### src/rtl/fpadd_pkg.sv
`timescale 1ns/1ps
package fpadd_pkg;
   localparam int unsigned DEF_EXP_W  = 8;
   localparam int unsigned DEF_FRAC_W = 23;
   // guard, round and sticky positions below the significand
   localparam int unsigned GRS_W = 3;

   function automatic int unsigned work_width(input int unsigned frac_w);
      return frac_w + 1 + GRS_W;
   endfunction
endpackage

### src/rtl/fpadd_align.sv
`timescale 1ns/1ps
module fpadd_align #(
   parameter int unsigned EXP_W  = 8,
   parameter int unsigned FRAC_W = 23,
   localparam int unsigned WORD_W = 1 + EXP_W + FRAC_W,
   localparam int unsigned WRK_W  = fpadd_pkg::work_width(FRAC_W)
) (
   input  logic [WORD_W-1:0] op_a,
   input  logic [WORD_W-1:0] op_b,
   input  logic              op_sub,
   output logic              big_sign,
   output logic              eff_sub,
   output logic [EXP_W-1:0]  big_exp,
   output logic [WRK_W-1:0]  big_sig,
   output logic [WRK_W-1:0]  small_sig
);
   localparam int unsigned MAN_W = FRAC_W + 1;
   localparam logic [EXP_W-1:0] SHIFT_LIM = EXP_W'(WRK_W);

   logic              sgn_a, sgn_b;
   logic [EXP_W-1:0]  exp_a, exp_b, small_exp, diff;
   logic [FRAC_W-1:0] frc_a, frc_b;
   logic [MAN_W-1:0]  man_a, man_b, small_man, big_man;
   logic              a_first, lost;
   logic [WRK_W-1:0]  ext, shifted, lost_mask;

   assign sgn_a = op_a[WORD_W-1];
   assign sgn_b = op_b[WORD_W-1] ^ op_sub;          // subtract flips b
   assign exp_a = op_a[WORD_W-2:FRAC_W];
   assign exp_b = op_b[WORD_W-2:FRAC_W];
   assign frc_a = op_a[FRAC_W-1:0];
   assign frc_b = op_b[FRAC_W-1:0];

   // exponent code 0 (zero or subnormal) flushes the significand
   assign man_a = (exp_a == '0) ? '0 : {1'b1, frc_a};
   assign man_b = (exp_b == '0) ? '0 : {1'b1, frc_b};

   assign a_first   = {exp_a, frc_a} >= {exp_b, frc_b};
   assign big_sign  = a_first ? sgn_a : sgn_b;
   assign big_exp   = a_first ? exp_a : exp_b;
   assign small_exp = a_first ? exp_b : exp_a;
   assign big_man   = a_first ? man_a : man_b;
   assign small_man = a_first ? man_b : man_a;
   assign eff_sub   = sgn_a ^ sgn_b;
   assign diff      = big_exp - small_exp;

   assign big_sig = {big_man, {fpadd_pkg::GRS_W{1'b0}}};
   assign ext     = {small_man, {fpadd_pkg::GRS_W{1'b0}}};

   always_comb begin
      if (diff >= SHIFT_LIM) begin
         shifted   = '0;
         lost_mask = '1;
      end else begin
         shifted   = ext >> diff;
         lost_mask = ~({WRK_W{1'b1}} << diff);
      end
      lost = |(ext & lost_mask);
   end

   // everything shifted out collapses into the sticky position
   assign small_sig = {shifted[WRK_W-1:1], shifted[0] | lost};
endmodule

### src/rtl/fpadd_sum_norm.sv
`timescale 1ns/1ps
module fpadd_sum_norm #(
   parameter int unsigned EXP_W  = 8,
   parameter int unsigned FRAC_W = 23,
   localparam int unsigned WRK_W = fpadd_pkg::work_width(FRAC_W),
   localparam int unsigned EXI_W = EXP_W + 2
) (
   input  logic [WRK_W-1:0] big_sig,
   input  logic [WRK_W-1:0] small_sig,
   input  logic             eff_sub,
   input  logic [EXP_W-1:0] big_exp,
   output logic [WRK_W-1:0] norm_sig,
   output logic [EXI_W-1:0] norm_exp,
   output logic             sum_zero
);
   localparam int unsigned LZ_W = $clog2(WRK_W + 1);

   logic [WRK_W:0]  sum;
   logic [LZ_W-1:0] lz;

   function automatic logic [LZ_W-1:0] lead_zeros(input logic [WRK_W-1:0] v);
      logic [LZ_W-1:0] n;
      n = LZ_W'(WRK_W);
      for (int i = 0; i < WRK_W; i++) begin
         if (v[i]) n = LZ_W'(WRK_W - 1 - i);
      end
      return n;
   endfunction

   assign sum = eff_sub ? ({1'b0, big_sig} - {1'b0, small_sig})
                        : ({1'b0, big_sig} + {1'b0, small_sig});
   assign sum_zero = (sum == '0);
   assign lz = lead_zeros(sum[WRK_W-1:0]);

   always_comb begin
      if (sum[WRK_W]) begin
         // carry out, one step right, keep the sticky
         norm_sig = {sum[WRK_W:2], sum[1] | sum[0]};
         norm_exp = EXI_W'(big_exp) + EXI_W'(1);
      end else begin
         // cancellation, shift left by the leading-zero count
         norm_sig = sum[WRK_W-1:0] << lz;
         norm_exp = EXI_W'(big_exp) - EXI_W'(lz);
      end
   end
endmodule

### src/rtl/fpadd_round_pack.sv
`timescale 1ns/1ps
module fpadd_round_pack #(
   parameter int unsigned EXP_W  = 8,
   parameter int unsigned FRAC_W = 23,
   localparam int unsigned WORD_W = 1 + EXP_W + FRAC_W,
   localparam int unsigned WRK_W  = fpadd_pkg::work_width(FRAC_W),
   localparam int unsigned EXI_W  = EXP_W + 2
) (
   input  logic [WRK_W-1:0]  norm_sig,
   input  logic [EXI_W-1:0]  norm_exp,
   input  logic              sum_zero,
   input  logic              big_sign,
   input  logic              eff_sub,
   output logic [WORD_W-1:0] res_word,
   output logic              res_ovf,
   output logic              res_unf
);
   localparam int unsigned MAN_W = FRAC_W + 1;
   localparam logic [EXI_W-1:0] EXP_TOP = EXI_W'((1 << EXP_W) - 1);

   logic [MAN_W-1:0] man, man_f;
   logic [MAN_W:0]   man_r;
   logic [EXI_W-1:0] exp_f;
   logic             g_bit, r_bit, s_bit, up, neg;

   assign man   = norm_sig[WRK_W-1:fpadd_pkg::GRS_W];
   assign g_bit = norm_sig[2];
   assign r_bit = norm_sig[1];
   assign s_bit = norm_sig[0];
   // nearest, ties to even
   assign up    = g_bit & (r_bit | s_bit | man[0]);
   assign man_r = {1'b0, man} + (MAN_W + 1)'(up);

   always_comb begin
      if (man_r[MAN_W]) begin
         // rounding carried out, renormalize
         man_f = man_r[MAN_W:1];
         exp_f = norm_exp + EXI_W'(1);
      end else begin
         man_f = man_r[MAN_W-1:0];
         exp_f = norm_exp;
      end
   end

   assign neg = exp_f[EXI_W-1];

   always_comb begin
      res_ovf = 1'b0;
      res_unf = 1'b0;
      if (sum_zero) begin
         res_word = {~eff_sub & big_sign, {(WORD_W-1){1'b0}}};
      end else if (!neg && exp_f >= EXP_TOP) begin
         res_word = {big_sign, {EXP_W{1'b1}}, {FRAC_W{1'b0}}};
         res_ovf  = 1'b1;
      end else if (neg || exp_f == '0) begin
         res_word = {big_sign, {(WORD_W-1){1'b0}}};
         res_unf  = 1'b1;
      end else begin
         res_word = {big_sign, exp_f[EXP_W-1:0], man_f[FRAC_W-1:0]};
      end
   end
endmodule

### src/rtl/fpadd_top.sv
`timescale 1ns/1ps
module fpadd_top #(
   parameter int unsigned EXP_W  = fpadd_pkg::DEF_EXP_W,
   parameter int unsigned FRAC_W = fpadd_pkg::DEF_FRAC_W,
   localparam int unsigned WORD_W = 1 + EXP_W + FRAC_W
) (
   input  logic              clk,
   input  logic              rst_n,
   input  logic              in_valid,
   output logic              in_ready,
   input  logic [WORD_W-1:0] in_a,
   input  logic [WORD_W-1:0] in_b,
   input  logic              in_sub,
   output logic              out_valid,
   input  logic              out_ready,
   output logic [WORD_W-1:0] out_sum,
   output logic              out_ovf,
   output logic              out_unf
);
   localparam int unsigned WRK_W = fpadd_pkg::work_width(FRAC_W);
   localparam int unsigned EXI_W = EXP_W + 2;

   generate
      if (EXP_W < 3 || FRAC_W < 2) begin : g_bad_width
         $error("fpadd_top: EXP_W must be >= 3 and FRAC_W >= 2");
      end
      if ((1 << EXP_W) <= WRK_W) begin : g_bad_range
         $error("fpadd_top: exponent range too small for the work width");
      end
   endgenerate

   logic              big_sign, eff_sub, sum_zero, res_ovf, res_unf;
   logic [EXP_W-1:0]  big_exp;
   logic [WRK_W-1:0]  big_sig, small_sig, norm_sig;
   logic [EXI_W-1:0]  norm_exp;
   logic [WORD_W-1:0] res_word;

   fpadd_align #(.EXP_W(EXP_W), .FRAC_W(FRAC_W)) align_i (
      .op_a(in_a), .op_b(in_b), .op_sub(in_sub),
      .big_sign(big_sign), .eff_sub(eff_sub), .big_exp(big_exp),
      .big_sig(big_sig), .small_sig(small_sig)
   );

   fpadd_sum_norm #(.EXP_W(EXP_W), .FRAC_W(FRAC_W)) sum_i (
      .big_sig(big_sig), .small_sig(small_sig), .eff_sub(eff_sub),
      .big_exp(big_exp), .norm_sig(norm_sig), .norm_exp(norm_exp),
      .sum_zero(sum_zero)
   );

   fpadd_round_pack #(.EXP_W(EXP_W), .FRAC_W(FRAC_W)) pack_i (
      .norm_sig(norm_sig), .norm_exp(norm_exp), .sum_zero(sum_zero),
      .big_sign(big_sign), .eff_sub(eff_sub), .res_word(res_word),
      .res_ovf(res_ovf), .res_unf(res_unf)
   );

   // the output register doubles as the only buffer stage
   assign in_ready = !out_valid || out_ready;

   always_ff @(posedge clk or negedge rst_n) begin
      if (!rst_n) begin
         out_valid <= 1'b0;
         out_sum   <= '0;
         out_ovf   <= 1'b0;
         out_unf   <= 1'b0;
      end else if (in_valid && in_ready) begin
         out_valid <= 1'b1;
         out_sum   <= res_word;
         out_ovf   <= res_ovf;
         out_unf   <= res_unf;
      end else if (out_ready) begin
         out_valid <= 1'b0;
      end
   end

   assert_hold_R11: assert property (@(posedge clk) disable iff (!rst_n)
      out_valid && !out_ready |=> out_valid && $stable(out_sum));

   assert_ovf_inf_R8: assert property (@(posedge clk) disable iff (!rst_n)
      out_valid && out_ovf |-> out_sum[WORD_W-2:0] == {{EXP_W{1'b1}}, {FRAC_W{1'b0}}});

   assert_unf_zero_R9: assert property (@(posedge clk) disable iff (!rst_n)
      out_valid && out_unf |-> out_sum[WORD_W-2:0] == '0 && !out_ovf);

   assert_norm_msb_R6: assert property (@(posedge clk) disable iff (!rst_n)
      in_valid && !sum_zero |-> norm_sig[WRK_W-1]);

   assert_align_order_R4: assert property (@(posedge clk) disable iff (!rst_n)
      in_valid |-> small_sig <= big_sig);
endmodule

### config.mk
export PLATFORM = sky130hd
export DESIGN_NAME = fpadd_top
export DESIGN_NICKNAME = d
export VERILOG_FILES = /design/src/rtl/fpadd_pkg.sv /design/src/rtl/fpadd_align.sv /design/src/rtl/fpadd_sum_norm.sv /design/src/rtl/fpadd_round_pack.sv /design/src/rtl/fpadd_top.sv
export SDC_FILE = /design/constraint.sdc
export NUM_CORES = 1
export LEC_CHECK = 0
export ABC_AREA = 1
export BUFFER_PORTS_ARGS = -buffer_cell sky130_fd_sc_hd__buf_2
export CORE_MARGIN = 2
export CORE_UTILIZATION = 55
export DETAILED_ROUTE_END_ITERATION = 12
export PLACE_DENSITY = 0.74
export SLEW_MARGIN = 20
export SYNTH_ARGS = -nofsm -noshare
export SYNTH_HDL_FRONTEND = slang
export SYNTH_SLANG_ARGS = --single-unit
### constraint.sdc
create_clock -name clk -period 1.98 [get_ports clk]
set_input_delay 0.396 -clock clk [delete_from_list [all_inputs] [get_ports clk]]
set_output_delay 0.396 -clock clk [all_outputs]
set_load 0.03 [all_outputs]
==> summary.txt, run 1 <==
Yosys
  • Largest family of logic cells by synthesized area: simple AND/OR/NAND/NOR gates
  • Area share of the leading cell type in the synthesized netlist: 0.189
  • Area fraction in compound gates after synthesis: 0.143
  • Yosys warns: 0
  • Dominant cell by count in the synthesized netlist: nand2_1
  • Synth top cells by count: nand2_1, nand3_1, inv_1, nor2_1, a21oi_1
  • Synth top area cells: nand2_1, nand3_1, ha_1
  • Adder-Cell Fraction of Synth Area: 0.101
  • Post-synthesis cell area: 11600 sq um
  • Yosys reg bits: 35
  • Library cells used by synthesis: 65
  • Top FF cell, synth: dfrtp_1
  • Synth Area in Simple Gates: 0.502
  • Number of synthesized flops with an enable pin: 0
  • Synth Net Count: 2218
  • Gate Count Post-Synth: 2056
  • Register area share after synthesis: 0.0752
  • Post-synth top area cell: nand2_1
  • XOR/XNOR share of the synthesized area: 0.0418
  • Mapped Avg Cell Area: 5.67 sq um
  • Async S/R FF share, synth: 1.00
  • Post-synthesis mux area share: 0.00172

Clocking
  • Num CTS Buffers: 5
  • Clock buffer depth: 2
  • H-tree levels: 2
  • Root buf cell: clkbuf_16
  • TritonCTS Sinks: 35

GRT
  • Largest net degree at the start of global routing: 36
  • GRT overflow: 66
  • Number of global-route vias before repair: approximately 22k
  • All-layer global routing usage: 0.691
  • First-pass GRT wire length: roughly 120000 microns

Placed design
  • Post-DP HPWL: 41300 microns
  • Setup WS pre-CTS: -8.20 ns
  • IO buf count: ~100
  • GP Congestion: 1.05
  • Total placed cells including tap cells: 2978

Die
  • Die height: 150 microns
  • Rows: 53
  • Starting Density: 0.558
  • Ports: 105
  • Die X: between 100 and 150 microns

Run status
  • Halt Stage: global routing
  • Stop Error: [ERROR GRT-0116] Global routing finished with congestion. Check the congestion regions in the DRC Viewer.
  • Status: stopped before the end
-- logic make-up after synthesis --
logic type	after synthesis
and+or+nand+nor	1262
buffers and inverters	333
AOI/OAI and AO/OA	278
adders and majority gates	93
xor gates and xnor gates	53
DFF	35
muxes	2
-- repair_timing --
item | 4_1_cts
gates cloned | 4
gates resized for setup | 126
pin swaps | 73
hold endpoints to repair | 0
endpoints found under the setup margin | 34
hold buffers | 0
buffers inserted | 93
-- stage by stage --
stage	cell area (sq um)	setup TNS, ns
after floorplan	11900	-225.75
after CTS	18500	-243.72
after detailed placement	17000	-272.30
after global placement	17000	-260.76
-- per-layer routing --
metal,GRT usage,GRT overflow
met2,0.917,30
met3,0.470,3
met4,0.706,32
met5,0.0841,0
met1,0.686,1
==> run 2, diff against run 1 <==
- CORE_UTILIZATION: 55 -> 40
- PLACE_DENSITY: 0.74 -> default
- PLACE_DENSITY_LB_ADDON: default -> 0.15
==> run 2 against run 1 <==
Net effect:
- the flow now finishes, with violations (setup timing)
- synthesized cell count unchanged
- synthesized area unchanged
==> summary.txt, run 2 <==
Run status
  • Status: finished, violations left
  • Violated checks: setup timing

Power and ir drop
  • Sw Ratio: 0.519
  • Switching pwr: 9.64 mW
  • LEAKAGE: 10.4 nW
  • Max VDD drop: 0.000475 V
  • Clock power frac: 0.050
  • Share of total power in combinational logic: 0.887
  • Share of power burned in registers: 0.063
  • Internal power: 8.94 mW
  • Power Dens Cells: between 900 and 1000 nW/um^2

Placed design
  • Post-DP HPWL: 40500 microns
  • Total placed cells including tap cells: 3082
  • IO buf count: between 100 and 150
  • Setup WS pre-CTS: -8.28 ns
  • GP Congestion: 0.958

Setup path
  • CP top delay family: simple AND/OR/NAND/NOR gates
  • Req. time, crit path: 2.15 ns
  • Critical path class: input pin to flip-flop
  • Crit-path slowest cell: fa_2
  • Worst path bufs/invs: 12
  • Worst-path fanout max: 12
  • Startpoint types: input pin
  • Worst setup EP type: flip-flop
  • Crit path top cell by count: nand2_2
  • CP arrival: 9.63 ns
  • Max incr delay on CP: 0.39 ns

Timing
  • Final WS setup: -7.48 ns
  • Achievable Freq: about 0.11 GHz
  • Final TNS setup: -250.80 ns
  • Clock skew: 0.00381 ns
  • Worst hold margin: 0.188 ns
  • Unrepaired setup endpoints after global routing: true
  • Hold Fails Final Rpt: 0
  • Max_slew headroom: 0.482
  • Worst-Margin Slew: between 0.7 and 0.8 ns
  • Shortest period the worst path allows: 9.46 ns
  • Max Slew Vio Count: 0
  • Final setup fails: 34
  • Tcrit/Tclk final: 4.78

Die
  • Rows: 62
  • Die X: 175 microns
  • Starting Density: 0.406
  • Die height: around 170 microns
  • Die Footprint: 30500 sq um
  • Core Region: 28700 sq um
  • Ports: 105

Routing
  • Routed vias/inst: between 5 and 6
  • DRT antenna net count: 0
  • DRC: 0
  • WL/cell: around 16 microns
  • DRT iter0 DRCs: 1313
  • Vias: 16.7k
  • Wirelength, routed: just over 50000 microns
  • DRT Pass-1 Iters: 6

Yosys
  • Register area share after synthesis: 0.0752
  • Yosys warns: 0
  • Synth Net Count: 2218
  • Post-synthesis cell area: 11600 sq um
  • Post-synth top area cell: nand2_1
  • Number of synthesized flops with an enable pin: 0
  • Top FF cell, synth: dfrtp_1
  • Gate Count Post-Synth: 2056
  • Synth top cells by count: nand2_1, nand3_1, inv_1, nor2_1, a21oi_1
  • Library cells used by synthesis: 65
  • Mapped Avg Cell Area: 5.67 sq um
  • Area share of the leading cell type in the synthesized netlist: 0.189
  • Yosys reg bits: 35
  • Dominant cell by count in the synthesized netlist: nand2_1
  • Synth top area cells: nand2_1, nand3_1, ha_1
  • Async S/R FF share, synth: 1.00

Clocking
  • TritonCTS Sinks: 35
  • CTS Hold Bufs: 0
  • H-tree levels: 2
  • Clock-pin slew on the worst setup and hold paths: 0.06 ns
  • Num CTS Buffers: 5
  • CTS tree: built
  • Clock latency on the worst-skew pair: 0.28 ns
  • Clock buffer depth: 2
  • Root buf cell: clkbuf_16

GRT
  • Routing usage on met1: 0.415
  • All-layer global routing usage: 0.315
  • Largest net degree at the start of global routing: 36
  • First-pass GRT wire length: about 79000 microns
  • Initial antenna violation count: 0
  • Met3 Usage GRT: 0.0335
  • Global routing's busiest layer: met2
  • GRT overflow: 0
  • Number of global-route vias before repair: approximately 16k
  • Global routing usage on met2: 0.553

Cells and area
  • Final nets: between 2k and 3k
  • Commonest non-fill, non-tap cells in the layout: buf_4, nand2_1, nand3_1
  • Max reg flops: 32
  • # diodes: 0
  • Most common cell after layout, fill and taps aside: buf_4
  • Layout cells sized above 1: 0.442
  • FILL cells: between 2k and 3k
  • Synthesis-to-layout area growth: 66.1%
  • Storage element area: 876 sq um
  • Layout Cells excl Fill: 3172
  • Register with the most flip-flops: out_sum
  • Area of the multi-input gates: 10800 sq um

Min path
  • Hold Path Class: input pin to async pin

Run
  • Max-cap viol count: 0
==> run 2: power groups by stage <==
stage / sequential [mW] / clock (mW) / combinational [mW]
after floorplan: 1.78 / 0 / 7.64
after global placement: 1.16 / 0 / 14.5
after detailed placement: 1.17 / 0 / 14.6
after CTS: 1.17 / 0.937 / 15.2
after global routing: 1.21 / 0.975 / 17.8
final: 1.17 / 0.929 / 16.5
==> run 2: stage by stage <==
| step | total power, mW | utilization | cell area (sq um) |
|---|---|---|---|
| floorplan | 9.42 | - | 11900 |
| global placement | 15.7 | 0.595 | 17100 |
| detailed placement | 15.8 | 0.595 | 17100 |
| CTS | 17.3 | 0.628 | 18000 |
| global route | 20.0 | 0.674 | 19300 |
| finish | 18.6 | 0.674 | 19300 |
==> run 2: logic make-up (layout without fill, tap and decap cells) <==
kind of cell             Yosys count  after routing  share of synthesized area
flip-flops                        35             35                     0.0752
XOR/XNOR                          53             53                     0.0418
adder cells (fa/ha/maj)           93             93                      0.101
multiplexers                       2              2                    0.00172
AO/OA/AOI/OAI                    278            279                      0.143
buffers and inverters            333           1061                      0.136
AND/OR/NAND/NOR                 1262           1265                      0.502
==> run 2: cell type report <==
cell class / count / share of cell area
Clock buffer: 6 / 0.00718
Timing Repair Buffer: 805 / 0.316
Clock inverter: 2 / 0.00181
Tap cell: 384 / 0.0248
Inverter: 248 / 0.0495
Multi-Input combinational cell: 1692 / 0.556
Sequential cell: 35 / 0.0453
==> run 2: layer usage <==
layer | vias to the layer above | share of wire | routed length (microns)
li1 | 8313 | - | -
met1 | 7642 | 0.43 | 22000
met2 | 590 | 0.48 | 24500
met3 | 121 | 0.056 | 2850
met4 | 0 | 0.029 | 1480
met5 | - | 0 | 0
==> run 2: final timing paths <==
check	to	slack, ns	startpoint	cells after the start
max	out_sum[6]$_DFFE_PN0P_	-7.48	in_b[10]	75
min	out_sum[5]$_DFFE_PN0P_	0.19	rst_n	1
max reg2reg	out_sum[21]$_DFFE_PN0P_	0.53	out_valid$_DFFE_PN0P_	9
min reg2reg	out_sum[20]$_DFFE_PN0P_	0.47	out_sum[20]$_DFFE_PN0P_	2
max in group asynchronous	out_sum[29]$_DFFE_PN0P_	1.29	rst_n	1
min in group clk	out_valid$_DFFE_PN0P_	0.40	out_ready	4
==> run 2: what timing repair did <==
item | in CTS | in global routing
buffers inserted | 46 | 32
pin swaps | 61 | 84
setup endpoints to repair | 34 | 34
gates resized for setup | 86 | 235
gates cloned | 4 | 1
Power figures use the tool's default switching activity.
==> run 3, diff against run 2 <==
- ABC_AREA: 1 -> default
==> run 3 against run 2 <==
Net effect:
- the flow still finishes with violations (setup timing)
- synthesized area grew 19%
- synthesized cell count is 3.2% higher
- sequential share of layout area fell by 0.87 points
- critical path depth fell by 20
- cell count rose by 11%
- sequential power about the same
==> summary.txt, run 3 <==
Yosys
  • Synth top cells by count: nand2_1, nor2_1, a21oi_1, o21ai_0, inv_1
  • Gate Count Post-Synth: 2122
  • Async S/R FF share, synth: 1.00
  • Synth top area cells: ha_1, a21oi_1, dfrtp_1
  • Register area share after synthesis: 0.0632
  • Library cells used by synthesis: 122
  • Top FF cell, synth: dfrtp_1
  • Yosys reg bits: 35
  • Mapped Avg Cell Area: approximately 6.5 sq um
  • Post-synthesis cell area: 13900 sq um
  • Yosys warns: 0
  • Number of synthesized flops with an enable pin: 0
  • Synth Net Count: 2284
  • Area share of the leading cell type in the synthesized netlist: 0.0821
  • Post-synth top area cell: ha_1
  • Dominant cell by count in the synthesized netlist: nand2_1

Setup path
  • Worst path bufs/invs: 9
  • Startpoint types: input pin
  • Req. time, crit path: 2.14 ns
  • Max incr delay on CP: 0.66 ns
  • CP arrival: approximately 11 ns
  • Worst-path fanout max: 8
  • Reg2reg setup slack: 0.07 ns
  • Critical path class: input pin to flip-flop
  • Worst setup EP type: flip-flop
  • Crit path top cell by count: buf_4
  • CP top delay family: compound AO/OA/AOI/OAI gates
  • Crit-path slowest cell: or4b_4

Cells and area
  • Most common cell after layout, fill and taps aside: buf_4
  • Final core utilization: 0.697
  • Max reg flops: 32
  • Final nets: approximately 3.2k
  • Synthesis-to-layout area growth: 72.8%
  • Layout cells sized above 1: 0.467
  • Register with the most flip-flops: out_sum
  • Commonest non-fill, non-tap cells in the layout: buf_4, nand2_1, nor2_1
  • FILL cells: 2932
  • # diodes: 0

Timing
  • Max Slew Vio Count: 0
  • Final TNS setup: -287.94 ns
  • Unrepaired setup endpoints after global routing: true
  • Shortest period the worst path allows: 10.59 ns
  • Achievable Freq: 0.0944 GHz
  • Worst hold margin: 0.203 ns
  • Clock skew: 0.00193 ns
  • Final setup fails: 34
  • Max_slew headroom: 0.470
  • Hold Fails Final Rpt: 0
  • Tcrit/Tclk final: 5.35
  • Final WS setup: -8.61 ns
  • Worst-Margin Slew: 0.795 ns

Clocking
  • Clock latency on the worst-skew pair: 0.28 ns
  • CTS tree: built
  • Root buf cell: clkbuf_16
  • TritonCTS Sinks: 35
  • Clock-pin slew on the worst setup and hold paths: 0.05 ns
  • Num CTS Buffers: 5
  • Clock buffer depth: 2
  • H-tree levels: 2

Die
  • Ports: 105
  • Rows: 68
  • Die height: 190 microns
  • Starting Density: 0.403
  • Die X: 190 microns
  • Die Footprint: 36200 sq um
  • Core Region: 34400 sq um

Placed design
  • IO buf count: 104
  • Post-DP HPWL: 59900 microns
  • Setup WS pre-CTS: -9.21 ns
  • GP Congestion: around 1.1

Routing
  • DRT antenna net count: 0
  • DRT Pass-1 Iters: 6
  • DRT iter0 DRCs: 2285
  • WL/cell: 21.2 microns
  • Vias: 21.0k
  • DRC: 0
  • Wirelength, routed: between 70000 and 80000 microns
  • Routed vias/inst: around 6

GRT
  • All-layer global routing usage: 0.399
  • Global routing usage on met2: 0.638
  • Global routing's busiest layer: met2
  • Initial antenna violation count: 0
  • GRT overflow: 0
  • Met3 Usage GRT: 0.0577
  • First-pass GRT wire length: 114000 microns
  • Routing usage on met1: 0.556
  • Largest net degree at the start of global routing: 61
  • Number of global-route vias before repair: 20.2k

Run status
  • Status: finished, violations left
  • Violated checks: setup timing

Power and ir drop
  • Max VDD drop: 0.00109 V
  • Power Dens Cells: 878 nW/um^2
  • LEAKAGE: 11.2 nW

Min path
  • Hold Path Class: input pin to async pin

Run
  • Max-cap viol count: 0
==> run 3: changes by cell type after synthesis, sizes merged, moves of 36 or more <==
cell / change
clkbuf: +68
nand3: -274
a31oi: +39
inv: -131
and2: +36
a21oi: +76
mux2i: +51
nand2: -403
nor3: +55
o21ai: +112
==> run 3: worst register-to-register path: stages (launching register included) <==
cell and delay, ns:
dfrtp_1 0.37, nand2b_1 0.12, nand2_1 0.14, nor2_1 0.31, and3_1 0.54, a21oi_1 0.11, o31ai_2 0.22
==> run 3: final timing paths <==
path / startpoint / depth (start not counted) / endpoint
worst max-delay path: in_b[11] / 55 / out_sum[18]$_DFFE_PN0P_
worst min-delay path: rst_n / 1 / out_sum[9]$_DFFE_PN0P_
worst max register to register: out_valid$_DFFE_PN0P_ / 6 / out_sum[12]$_DFFE_PN0P_
worst min register to register: out_sum[4]$_DFFE_PN0P_ / 2 / out_sum[4]$_DFFE_PN0P_
max in group asynchronous: rst_n / 1 / out_sum[27]$_DFFE_PN0P_
min in group clk: in_valid / 2 / out_valid$_DFFE_PN0P_
==> run 3: final cells by class <==
class / instances / area, sq um / area share
Timing Repair inverter: 2 / 10.0 / 0.000418
Sequential cell: 35 / 876 / 0.0366
Multi-Input combinational cell: 1839 / 13700 / 0.572
Timing Repair Buffer: 1067 / 8210 / 0.343
Clock inverter: 1 / 5.00 / 0.000209
Tap cell: 455 / 569 / 0.0238
Clock buffer: 6 / 139 / 0.00580
Inverter: 110 / 453 / 0.0189
==> run 3: kinds of logic (layout without fill, tap and decap cells) <==
kind of cell / count (synthesis) / in the layout / share of synthesized area
and+or+nand+nor: 848 / 848 / 0.309
AOI/OAI and AO/OA: 760 / 760 / 0.372
buffers and inverters: 248 / 1186 / 0.0735
adders and majority gates: 93 / 93 / 0.0850
muxes: 70 / 70 / 0.0541
xor gates and xnor gates: 68 / 68 / 0.0440
DFF: 35 / 35 / 0.0632
==> run 3: metal layers <==
metal  up-vias  share of wire
li1       9772              -
met3       199          0.084
met2      1095           0.44
met1      9983           0.44
met5         -              0
met4         0          0.036
==> run 3: repair_timing <==
item / CTS / global route
setup buffers: 79 / 22
gates resized for setup: 220 / 78
setup endpoints to repair: 34 / 34
gates cloned: 2 / 2
pin swaps: 71 / 63
hold buffers: 0 / 0
==> run 3: power breakdown <==
| group | internal (mW) | total (mW) | switching, mW | leakage (nW) |
|---|---|---|---|---|
| Clock | 0.490 | 0.766 | 0.276 | 0.0727 |
| Combinational | 8.66 | 19.1 | 10.4 | 10.7 |
| Sequential | 1.00 | 1.18 | 0.180 | 0.435 |
==> run 3: metrics by stage <==
| step | total power, mW | cell area, sq um | instances |
|---|---|---|---|
| 6_report | 21.0 | 24000 | 3515 |
| 5_1_grt | 22.2 | 24000 | 3515 |
| 4_1_cts | 19.8 | 23400 | 3492 |
| 3_5_place_dp | 17.8 | 21600 | 3409 |
| 3_3_place_gp | 17.7 | 21600 | 3409 |
| 2_1_floorplan | 9.71 | 14600 | 2122 |
